**src/rtl/irqseq_pkg.sv**
```systemverilog
package irqseq_pkg;

    localparam int BYTE_W    = 8;
    localparam int ADDR_W    = 16;
    localparam int CCR_W     = 6;
    localparam int FRAME_LEN = 7;
    localparam int IDX_W     = $clog2(FRAME_LEN + 1);
    localparam int CCR_I_BIT = 4;
    localparam int PAD_W     = BYTE_W - CCR_W;

    typedef enum logic [2:0] {
        ST_IDLE,
        ST_PUSH,
        ST_VEC_HI,
        ST_VEC_LO,
        ST_POP,
        ST_FIN
    } seq_state_e;

    typedef enum logic [2:0] {
        SRC_NONE,
        SRC_NMI,
        SRC_IRQ,
        SRC_SWI,
        SRC_RTI
    } src_e;

    typedef struct packed {
        logic [ADDR_W-1:0] pc;
        logic [ADDR_W-1:0] ix;
        logic [BYTE_W-1:0] a;
        logic [BYTE_W-1:0] b;
        logic [CCR_W-1:0]  ccr;
        logic [ADDR_W-1:0] sp;
    } ctx_t;

    // Byte stored in slot k of the frame; slot 0 lands at the highest address.
    function automatic logic [BYTE_W-1:0] frame_byte(input logic [IDX_W-1:0] k, input ctx_t c);
        logic [BYTE_W-1:0] v;
        case (k)
            IDX_W'(0): v = c.pc[7:0];
            IDX_W'(1): v = c.pc[15:8];
            IDX_W'(2): v = c.ix[7:0];
            IDX_W'(3): v = c.ix[15:8];
            IDX_W'(4): v = c.a;
            IDX_W'(5): v = c.b;
            default:   v = {{PAD_W{1'b1}}, c.ccr};
        endcase
        return v;
    endfunction

    // Applies pop step k: stack pointer pre-increments, one register byte restored.
    function automatic ctx_t pop_step(input logic [IDX_W-1:0] k, input ctx_t c,
                                      input logic [BYTE_W-1:0] d);
        ctx_t r;
        r    = c;
        r.sp = c.sp + 1'b1;
        case (k)
            IDX_W'(0): r.ccr      = d[CCR_W-1:0];
            IDX_W'(1): r.b        = d;
            IDX_W'(2): r.a        = d;
            IDX_W'(3): r.ix[15:8] = d;
            IDX_W'(4): r.ix[7:0]  = d;
            IDX_W'(5): r.pc[15:8] = d;
            default:   r.pc[7:0]  = d;
        endcase
        return r;
    endfunction

endpackage

```
**src/rtl/irqseq_nmi_latch.sv**
```systemverilog
module irqseq_nmi_latch (
    input  logic clk,
    input  logic rst,
    input  logic nmi_n,
    input  logic take,
    output logic pend
);
    logic nmi_q;

    always_ff @(posedge clk) begin
        if (rst) begin
            nmi_q <= 1'b1;
            pend  <= 1'b0;
        end else begin
            nmi_q <= nmi_n;
            pend  <= (pend & ~take) | (nmi_q & ~nmi_n);
        end
    end
endmodule

```
**src/rtl/irqseq_arbiter.sv**
```systemverilog
module irqseq_arbiter
    import irqseq_pkg::*;
(
    input  logic idle,
    input  logic insn_end,
    input  logic nmi_pend,
    input  logic irq_n,
    input  logic i_mask,
    input  logic swi_req,
    input  logic rti_req,
    output src_e src
);
    always_comb begin
        src = SRC_NONE;
        if (idle) begin
            if (insn_end && nmi_pend)                 src = SRC_NMI;
            else if (insn_end && !irq_n && !i_mask)   src = SRC_IRQ;
            else if (swi_req)                         src = SRC_SWI;
            else if (rti_req)                         src = SRC_RTI;
        end
    end
endmodule

```
**src/rtl/irqseq_engine.sv**
```systemverilog
module irqseq_engine
    import irqseq_pkg::*;
#(
    parameter logic [ADDR_W-1:0] VEC_SWI = 16'hFFFA,
    parameter logic [ADDR_W-1:0] VEC_NMI = 16'hFFFC,
    parameter logic [ADDR_W-1:0] VEC_IRQ = 16'hFFF8
) (
    input  logic              clk,
    input  logic              rst,
    input  src_e              src,
    input  ctx_t              ctx_in,
    input  logic [BYTE_W-1:0] mem_rdata,
    output logic [ADDR_W-1:0] mem_addr,
    output logic              mem_we,
    output logic [BYTE_W-1:0] mem_wdata,
    output ctx_t              ctx_out,
    output logic              busy,
    output logic              done
);
    localparam logic [IDX_W-1:0] LAST = IDX_W'(FRAME_LEN - 1);

    seq_state_e        st;
    logic [IDX_W-1:0]  idx;
    ctx_t              ctx;
    logic [ADDR_W-1:0] vec;

    function automatic logic [ADDR_W-1:0] vec_of(input src_e s);
        case (s)
            SRC_NMI: return VEC_NMI;
            SRC_IRQ: return VEC_IRQ;
            default: return VEC_SWI;
        endcase
    endfunction

    always_ff @(posedge clk) begin
        if (rst) begin
            st  <= ST_IDLE;
            idx <= '0;
            ctx <= '0;
            vec <= '0;
        end else begin
            case (st)
                ST_IDLE: begin
                    if (src != SRC_NONE) begin
                        ctx <= ctx_in;
                        idx <= '0;
                        vec <= vec_of(src);
                        st  <= (src == SRC_RTI) ? ST_POP : ST_PUSH;
                    end
                end
                ST_PUSH: begin
                    ctx.sp <= ctx.sp - 1'b1;
                    idx    <= idx + 1'b1;
                    if (idx == LAST) begin
                        ctx.ccr[CCR_I_BIT] <= 1'b1;
                        st                 <= ST_VEC_HI;
                    end
                end
                ST_VEC_HI: begin
                    ctx.pc[15:8] <= mem_rdata;
                    st           <= ST_VEC_LO;
                end
                ST_VEC_LO: begin
                    ctx.pc[7:0] <= mem_rdata;
                    st          <= ST_FIN;
                end
                ST_POP: begin
                    ctx <= pop_step(idx, ctx, mem_rdata);
                    idx <= idx + 1'b1;
                    if (idx == LAST) st <= ST_FIN;
                end
                default: st <= ST_IDLE;
            endcase
        end
    end

    always_comb begin
        mem_addr  = '0;
        mem_we    = 1'b0;
        mem_wdata = '0;
        case (st)
            ST_PUSH: begin
                mem_addr  = ctx.sp;
                mem_we    = 1'b1;
                mem_wdata = frame_byte(idx, ctx);
            end
            ST_POP:    mem_addr = ctx.sp + 1'b1;
            ST_VEC_HI: mem_addr = vec;
            ST_VEC_LO: mem_addr = vec + 1'b1;
            default:   mem_addr = '0;
        endcase
    end

    assign ctx_out = ctx;
    assign busy    = (st != ST_IDLE);
    assign done    = (st == ST_FIN);
endmodule

```
**src/rtl/irq_ctx_seq.sv**
```systemverilog
module irq_ctx_seq
    import irqseq_pkg::*;
#(
    parameter logic [15:0] VEC_SWI = 16'hFFFA,
    parameter logic [15:0] VEC_NMI = 16'hFFFC,
    parameter logic [15:0] VEC_IRQ = 16'hFFF8
) (
    input  logic        clk,
    input  logic        rst,
    input  logic        insn_end,
    input  logic        swi_req,
    input  logic        rti_req,
    input  logic        nmi_n,
    input  logic        irq_n,
    input  logic [15:0] pc_in,
    input  logic [15:0] ix_in,
    input  logic [7:0]  a_in,
    input  logic [7:0]  b_in,
    input  logic [5:0]  ccr_in,
    input  logic [15:0] sp_in,
    input  logic [7:0]  mem_rdata,
    output logic [15:0] mem_addr,
    output logic        mem_we,
    output logic [7:0]  mem_wdata,
    output logic [15:0] pc_out,
    output logic [15:0] ix_out,
    output logic [7:0]  a_out,
    output logic [7:0]  b_out,
    output logic [5:0]  ccr_out,
    output logic [15:0] sp_out,
    output logic        busy,
    output logic        done
);
    src_e src;
    logic nmi_pend;
    ctx_t ctx_in, ctx_res;

    assign ctx_in = '{pc: pc_in, ix: ix_in, a: a_in, b: b_in, ccr: ccr_in, sp: sp_in};

    irqseq_nmi_latch u_nmi (
        .clk  (clk),
        .rst  (rst),
        .nmi_n(nmi_n),
        .take (src == SRC_NMI),
        .pend (nmi_pend)
    );

    irqseq_arbiter u_arb (
        .idle    (!busy),
        .insn_end(insn_end),
        .nmi_pend(nmi_pend),
        .irq_n   (irq_n),
        .i_mask  (ccr_in[CCR_I_BIT]),
        .swi_req (swi_req),
        .rti_req (rti_req),
        .src     (src)
    );

    irqseq_engine #(
        .VEC_SWI(VEC_SWI),
        .VEC_NMI(VEC_NMI),
        .VEC_IRQ(VEC_IRQ)
    ) u_eng (
        .clk      (clk),
        .rst      (rst),
        .src      (src),
        .ctx_in   (ctx_in),
        .mem_rdata(mem_rdata),
        .mem_addr (mem_addr),
        .mem_we   (mem_we),
        .mem_wdata(mem_wdata),
        .ctx_out  (ctx_res),
        .busy     (busy),
        .done     (done)
    );

    assign pc_out  = ctx_res.pc;
    assign ix_out  = ctx_res.ix;
    assign a_out   = ctx_res.a;
    assign b_out   = ctx_res.b;
    assign ccr_out = ctx_res.ccr;
    assign sp_out  = ctx_res.sp;
endmodule

```
**config.mk**
```make
export PLATFORM = sky130hd
export DESIGN_NAME = irq_ctx_seq
export DESIGN_NICKNAME = d
export VERILOG_FILES = /design/src/rtl/irqseq_pkg.sv /design/src/rtl/irqseq_nmi_latch.sv /design/src/rtl/irqseq_arbiter.sv /design/src/rtl/irqseq_engine.sv /design/src/rtl/irq_ctx_seq.sv
export SDC_FILE = /design/constraint.sdc
export NUM_CORES = 1
export LEC_CHECK = 0
export ABC_AREA = 0
export BUFFER_PORTS_ARGS = -buffer_cell sky130_fd_sc_hd__buf_2
export CORE_MARGIN = 1
export CORE_UTILIZATION = 51
export DETAILED_ROUTE_END_ITERATION = 7
export PLACE_DENSITY = 0.85
export SETUP_SLACK_MARGIN = 0.3
export SYNTH_ARGS = -nofsm -noshare
export SYNTH_HDL_FRONTEND = slang
export SYNTH_SLANG_ARGS = --single-unit
```
**constraint.sdc**
```tcl
create_clock -name clk -period 3.1 [get_ports clk]
set_input_delay 0.31 -clock clk [delete_from_list [all_inputs] [get_ports clk]]
set_output_delay 0.31 -clock clk [all_outputs]
set_load 0.005 [all_outputs]
```
==> run_results.csv, run 1 <==
group,metric,value,unit
worst_setup_path,cp.required,2.79,ns
final_layout,fin_util,64.72,%
logic_synthesis,synth_cells,681,
place,placed_area,6121,µm²
cts,path_clk_slew,0.08,ns
die,io_pins,182,
timing,setup_viol,0,
timing,tightest_slew,1.089,ns
timing,max_freq,368.9,MHz
logic_synthesis,synth_xor_area_share,2.190,%
detailed_routing,wl_per_cell,18.97,µm
detailed_routing,wl_met3,1.937,mm
global_route,antenna_found_initial,0,
cts,clockRootBuffer,"clkbuf_8",
logic_synthesis,yosysWarningCount,0,
detailed_routing,drt_wl_total,18.33,mm
logic_synthesis,synth_area_per_cell,7.636,µm²
timing,finClkSkew,0.01389,ns
detailed_routing,wl_met1,7.546,mm
die,dieWidth,103.0,µm
power_and_ir_drop,comb_power_share,34.2,%
final_layout,finalNetCount,919,
final_layout,final_cell_mix,"buf_2 (181), nor2_1 (102), dfxtp_1 (76)",
power_and_ir_drop,ir_drop,0.3454,mV
die,die_h,103.0,µm
timing,period_needed,2.711,ns
cts,clock-sinks,81,
cts,htreeDepth,3,
global_route,grt_pass1_wl,27.39,mm
detailed_routing,postRouteAntennaNets,0,
global_route,grt_pass1_vias,5328,
cts,clkLatencyLatePin,0.37,ns
die,dieArea,10600,µm²
detailed_routing,drtPass1Iterations,5,
place,finalWeightedCongestion,0.9769,
logic_synthesis,synth_compound_area_share,31.76,%
detailed_routing,route.top_layer_used,"met4",
logic_synthesis,synthAdderAreaFrac,1.684,%
worst_setup_path,arrival,2.40,ns
final_layout,fill_cells,895,
power_and_ir_drop,p_sw,1.297,mW
cts,cts_buffers,9,
power_and_ir_drop,p_clk_share,25.4,%
run,maxCapViolations,0,
global_route,globalRouteOverflowTotal,0,
die,core_region_area,9819,µm²
place,dp_hpwl,13.23,mm
global_route,grt_usage,33.57,%
worst_setup_path,endpoint_kind,"output pin",
global_route,grt_max_degree,39,
logic_synthesis,async_flop_share,0,%
final_layout,area_delta_synth_final,22.21,%
timing,rsz0062_at_grt,"false",
timing,whs,0.1544,ns
die,start_util,52.96,%
place,port_buffers,181,
logic_synthesis,ys.flop_type,"dfxtp_1",
detailed_routing,drc,0,
detailed_routing,drtIter0Drc,714,
timing,slew_violations,0,
worst_setup_path,crit_fanout,10,
worst_setup_path,crit_type,"flop to output pin",
logic_synthesis,ys_seq_area_share,31.18,%
logic_synthesis,synth_edf_count,0,
power_and_ir_drop,p_per_area,543.7,nW/µm²
logic_synthesis,ys_types,70,
detailed_routing,vias,6042,
worst_setup_path,cp-start-kind,"flop",
logic_synthesis,synth_top_family_by_area,"compound AO/OA/AOI/OAI gates",
timing,hold_viol,0,
timing,maxSlewHeadroom,26.88,%
detailed_routing,via_per_inst,6.255,
logic_synthesis,synthSimpleGateAreaFrac,21.94,%
timing,finalCritPeriodShare,87.44,%
logic_synthesis,syn-num-nets,773,
power_and_ir_drop,fin_total_pwr,3.455,mW
die,row_count,36,
logic_synthesis,ys_seq_elements,81,
final_layout,drive_above_1_share,30.29,%
logic_synthesis,synth_mux_area_share,5.005,%
power_and_ir_drop,internal_power,2.158,mW
worst_setup_path,rrSetupSlack,0.73,ns
power_and_ir_drop,leakage,2.782,nW
cts,cts.path.max_buffers,2,
outcome,outcome,"finished, final reports clean",
cts,tritoncts,"done",
worst_hold_path,holdCritPathClass,"primary input to flop",
final_layout,final_common_cell,"buf_2",
power_and_ir_drop,p_seq_share,40.4,%
logic_synthesis,synth_area,5200,µm²
detailed_routing,dr_wl_met2,8.270,mm
power_and_ir_drop,switching_share,37.55,%
final_layout,stdcell_area,6355,µm²
timing,tns,0,ns
==> state kept, by name (all words and copies together) (netlist names) <==
signal / flops
u_eng.ctx_out: 70
u_eng.idx: 3
u_eng.st: 3
u_eng.vec: 3
u_nmi.nmi_q: 1
u_nmi.pend: 1
==> path summary, 6_finish.rpt <==
path / start / to / cells past startpoint
max reg2reg: u_eng.st[0] / u_eng.ctx_out[32] / 7
min: nmi_n / u_nmi.nmi_q / 2
min reg2reg: u_eng.ctx_out[16] / u_eng.ctx_out[16] / 2
max: u_eng.ctx_out[0] / mem_addr[12] / 7
==> what timing repair did <==
action,in CTS,in global routing
setup buffers,0,0
endpoints found under the setup margin,0,14
hold buffers,0,0
resized for setup,0,8
==> power by group through the flow <==
| stage | clock (mW) | sequential (mW) | combinational, mW |
|---|---|---|---|
| after floorplan | 0 | 1.33 | 0.779 |
| after global placement | 0 | 1.40 | 1.12 |
| after detailed placement | 0 | 1.41 | 1.15 |
| after CTS | 0.887 | 1.38 | 1.16 |
| after global routing | 0.923 | 1.41 | 1.29 |
| final | 0.879 | 1.39 | 1.18 |
==> through the flow <==
step,instances,setup WS [ns]
floorplan,681,0.5513
global placement,949,0.8047
detailed placement,949,0.6710
CTS,965,0.3190
global route,965,0.3036
finish,966,0.3894
==> routing by layer <==
layer | track usage (%) | vias to the layer above
li1 | - | 2793
met1 | 46.86 | 2823
met2 | 50.21 | 380
met3 | 6.102 | 46
met4 | 15.28 | 0
met5 | 0 | -
==> Yosys cell counts, drive strengths merged (4+ instances only) <==
cell type  count  area share [%]
nor3           6            0.79
nand2         58             4.2
a21oi         76             7.7
clkbuf        41             3.0
a221oi         5             1.3
or3            4            0.48
nor4           8             1.5
buf           22             2.4
nand4          5            0.60
a31oi          9             1.1
inv           12            0.87
a22oi          7             1.0
a211oi        66             9.5
mux2           8             1.7
and3           4            0.48
or2            4            0.48
o21ai         33             3.3
nor2         106             7.9
nand3         10            0.96
a311oi         7             1.2
xnor2          7             1.2
and2          12             1.5
nor2b          4            0.48
xor2           6             1.0
and4           4            0.67
a222oi         7             1.3
nand2b         5            0.60
dfxtp         81              31
ha             7             1.7
mux2i         17             3.3
==> area by class of cell <==
class,count,area [µm²],area share [%]
Antenna cell,1,2.502,0.03938
Multi-Input combinational cell,525,3262,51.33
Tap cell,133,166.4,2.619
Inverter,12,45.04,0.7088
Clock buffer,10,127.6,2.008
Timing Repair Buffer,198,1033,16.26
Clock inverter,6,90.09,1.418
Sequential cell,81,1628,25.62
==> worst max-delay path: stages, from the launching register on <==
cell,delay [ns]
dfxtp_1,0.51
ha_2,0.30
and4_1,0.34
nand3_1,0.21
nor2_2,0.27
a21oi_1,0.09
o21ai_0,0.19
buf_2,0.14
==> cell families (layout without fill, tap and decap cells) <==
logic type                 Yosys count  in the layout
muxes                               25             25
adders and majority gates            7              7
other                                0              1
and+or+nand+nor                    237            237
DFF                                 81             81
xor gates and xnor gates            13             13
AOI/OAI and AO/OA                  243            243
buffers and inverters               75            226
Note: power is estimated with default switching activity, not from simulation.
==> run 2, diff against run 1 <==
Settings changed: CORE_UTILIZATION 51 to 52, CTS_BUF_LIST set to sky130_fd_sc_hd__clkbuf_2 sky130_fd_sc_hd__clkbuf_4 sky130_fd_sc_hd__clkbuf_8, PLACE_DENSITY 0.85 to 0.87, SETUP_SLACK_MARGIN 0.3 to 0.05.
==> run_results.csv, run 2 (synthesis results as in run 1) <==
group,metric,value,unit
outcome,outcome,"finished, final reports clean",
cts,clockRootBuffer,"clkbuf_8",
cts,cts.path.max_buffers,2,
cts,tritoncts,"done",
timing,max_freq,351.8,MHz
place,dp_hpwl,13.07,mm
worst_setup_path,crit_fanout,14,
run,maxCapViolations,0,
worst_setup_path,critPathBufInv,1,
global_route,globalRouteOverflowTotal,0,
final_layout,largest_reg_flops,70,
die,dieWidth,102,µm
detailed_routing,wl_met3,1.764,mm
timing,rsz0062_at_grt,"false",
power_and_ir_drop,p_per_area,540.8,nW/µm²
worst_setup_path,cp_top_family,"simple AND/OR/NAND/NOR gates",
die,dieArea,10400,µm²
worst_setup_path,cp-start-kind,"flop",
cts,cts_buffers,9,
timing,period_needed,2.842,ns
worst_setup_path,rr_startpoint,"u_eng.st[1]",
cts,htreeDepth,3,
worst_setup_path,critPathSlowestCell,"dfxtp_1",
detailed_routing,via_per_inst,6.318,
die,start_util,53.45,%
die,core_region_area,9729,µm²
detailed_routing,drt_wl_total,18.30,mm
die,die_h,102,µm
global_route,grt_pass1_vias,5477,
final_layout,final_cell_mix,"buf_2 (181), nor2_1 (103), dfxtp_1 (81)",
final_layout,final_common_cell,"buf_2",
worst_setup_path,cp.depth,7,
worst_setup_path,endpoint_kind,"output pin",
final_layout,area_delta_synth_final,21.44,%
global_route,antenna_found_initial,0,
worst_setup_path,crit_path_start,"u_eng.ctx_out[6]",
worst_setup_path,cp.required,2.79,ns
detailed_routing,postRouteAntennaNets,0,
place,finalWeightedCongestion,0.9482,
die,row_count,36,
global_route,grt_pass1_wl,27.99,mm
timing,tns,0,ns
timing,finClkSkew,0.01596,ns
final_layout,drive_above_1_share,29.11,%
final_layout,fill_cells,877,
worst_hold_path,holdCritPathClass,"primary input to flop",
detailed_routing,route.top_layer_used,"met4",
detailed_routing,drtPass1Iterations,6,
cts,path_clk_slew,0.09,ns
worst_setup_path,rrSetupSlack,0.56,ns
worst_setup_path,crit_end,"mem_addr[15]",
timing,maxSlewHeadroom,22.25,%
worst_setup_path,worstPathCellList,"and4_1 -> nand4_1 -> nor4_1 -> xor2_1 -> nand2_1 -> nand3_1 -> buf_2",
die,io_pins,182,
timing,setup_viol,0,
detailed_routing,dr_wl_met2,8.293,mm
global_route,grt_usage,34.86,%
worst_setup_path,r2r_cells,7,
power_and_ir_drop,fin_total_pwr,3.415,mW
detailed_routing,wl_met1,7.655,mm
place,port_buffers,181,
power_and_ir_drop,leakage,2.766,nW
cts,cts_setup_buffers,0,
worst_setup_path,cpPeakStageDelay,0.68,ns
detailed_routing,drc,0,
worst_setup_path,crit_type,"flop to output pin",
detailed_routing,vias,6078,
power_and_ir_drop,ir_drop,0.3168,mV
timing,slew_violations,0,
detailed_routing,drtIter0Drc,763,
worst_setup_path,arrival,2.53,ns
cts,clock-sinks,81,
cts,clkLatencyLatePin,0.38,ns
global_route,grt_max_degree,53,
detailed_routing,wl_per_cell,19.02,µm
timing,finalCritPeriodShare,91.69,%
final_layout,finalNetCount,915,
timing,hold_viol,0,
timing,tightest_slew,1.158,ns
worst_setup_path,r2r-end,"u_eng.ctx_out[32]",
-- run 2: through the flow --
step	util [%]	setup slack (ns)	hold WS, ns	area, µm²	instances
final	64.90	0.2576	0.1550	6315	962
after global routing	64.88	0.06565	0.1550	6312	961
after CTS	64.88	0.3053	0.1502	6312	961
after detailed placement	62.73	0.6384	0.5068	6103	945
after global placement	62.73	0.7741	0.4947	6103	945
after floorplan	-	0.5513	0.4166	5200	681
-- run 2: metal layers --
layer | global-route usage (%) | vias up
li1 | - | 2793
met1 | 46.91 | 2835
met2 | 52.25 | 394
met3 | 7.045 | 56
met4 | 19.23 | 0
met5 | 0 | -
-- run 2: power by group --
group	total [mW]	switching, mW	internal [mW]
clock network	0.840	0.431	0.409
logic	1.18	0.676	0.504
registers	1.39	0.204	1.19
-- run 2: how the worst min path moves through the flow --
stage	start	end	slack [ns]	cells past startpoint
finish	nmi_n	u_nmi.nmi_q	0.15	2
global route	nmi_n	u_nmi.nmi_q	0.15	2
CTS	nmi_n	u_nmi.nmi_q	0.15	2
detailed placement	u_eng.ctx_out[37]	u_eng.ctx_out[37]	0.51	2
global placement	u_eng.vec[1]	u_eng.vec[1]	0.49	2
floorplan	nmi_n	u_nmi.nmi_q	0.42	1
-- run 2: final cells by class --
class                      instances  area [µm²]  area share (%)
sequential                        81        1622           25.68
timing repair buffer             194        1016           16.09
clock inverter                     5       63.81           1.011
antenna                            1       2.502         0.03963
clock buffer                      11       145.1           2.298
tap                              133       166.4           2.635
multi-input combinational        525        3254           51.54
inverter                          12       45.04          0.7133
-- run 2: timing repair --
action	in CTS	in global routing
hold buffers	0	0
resized for setup	0	1
endpoints found under the setup margin	0	1
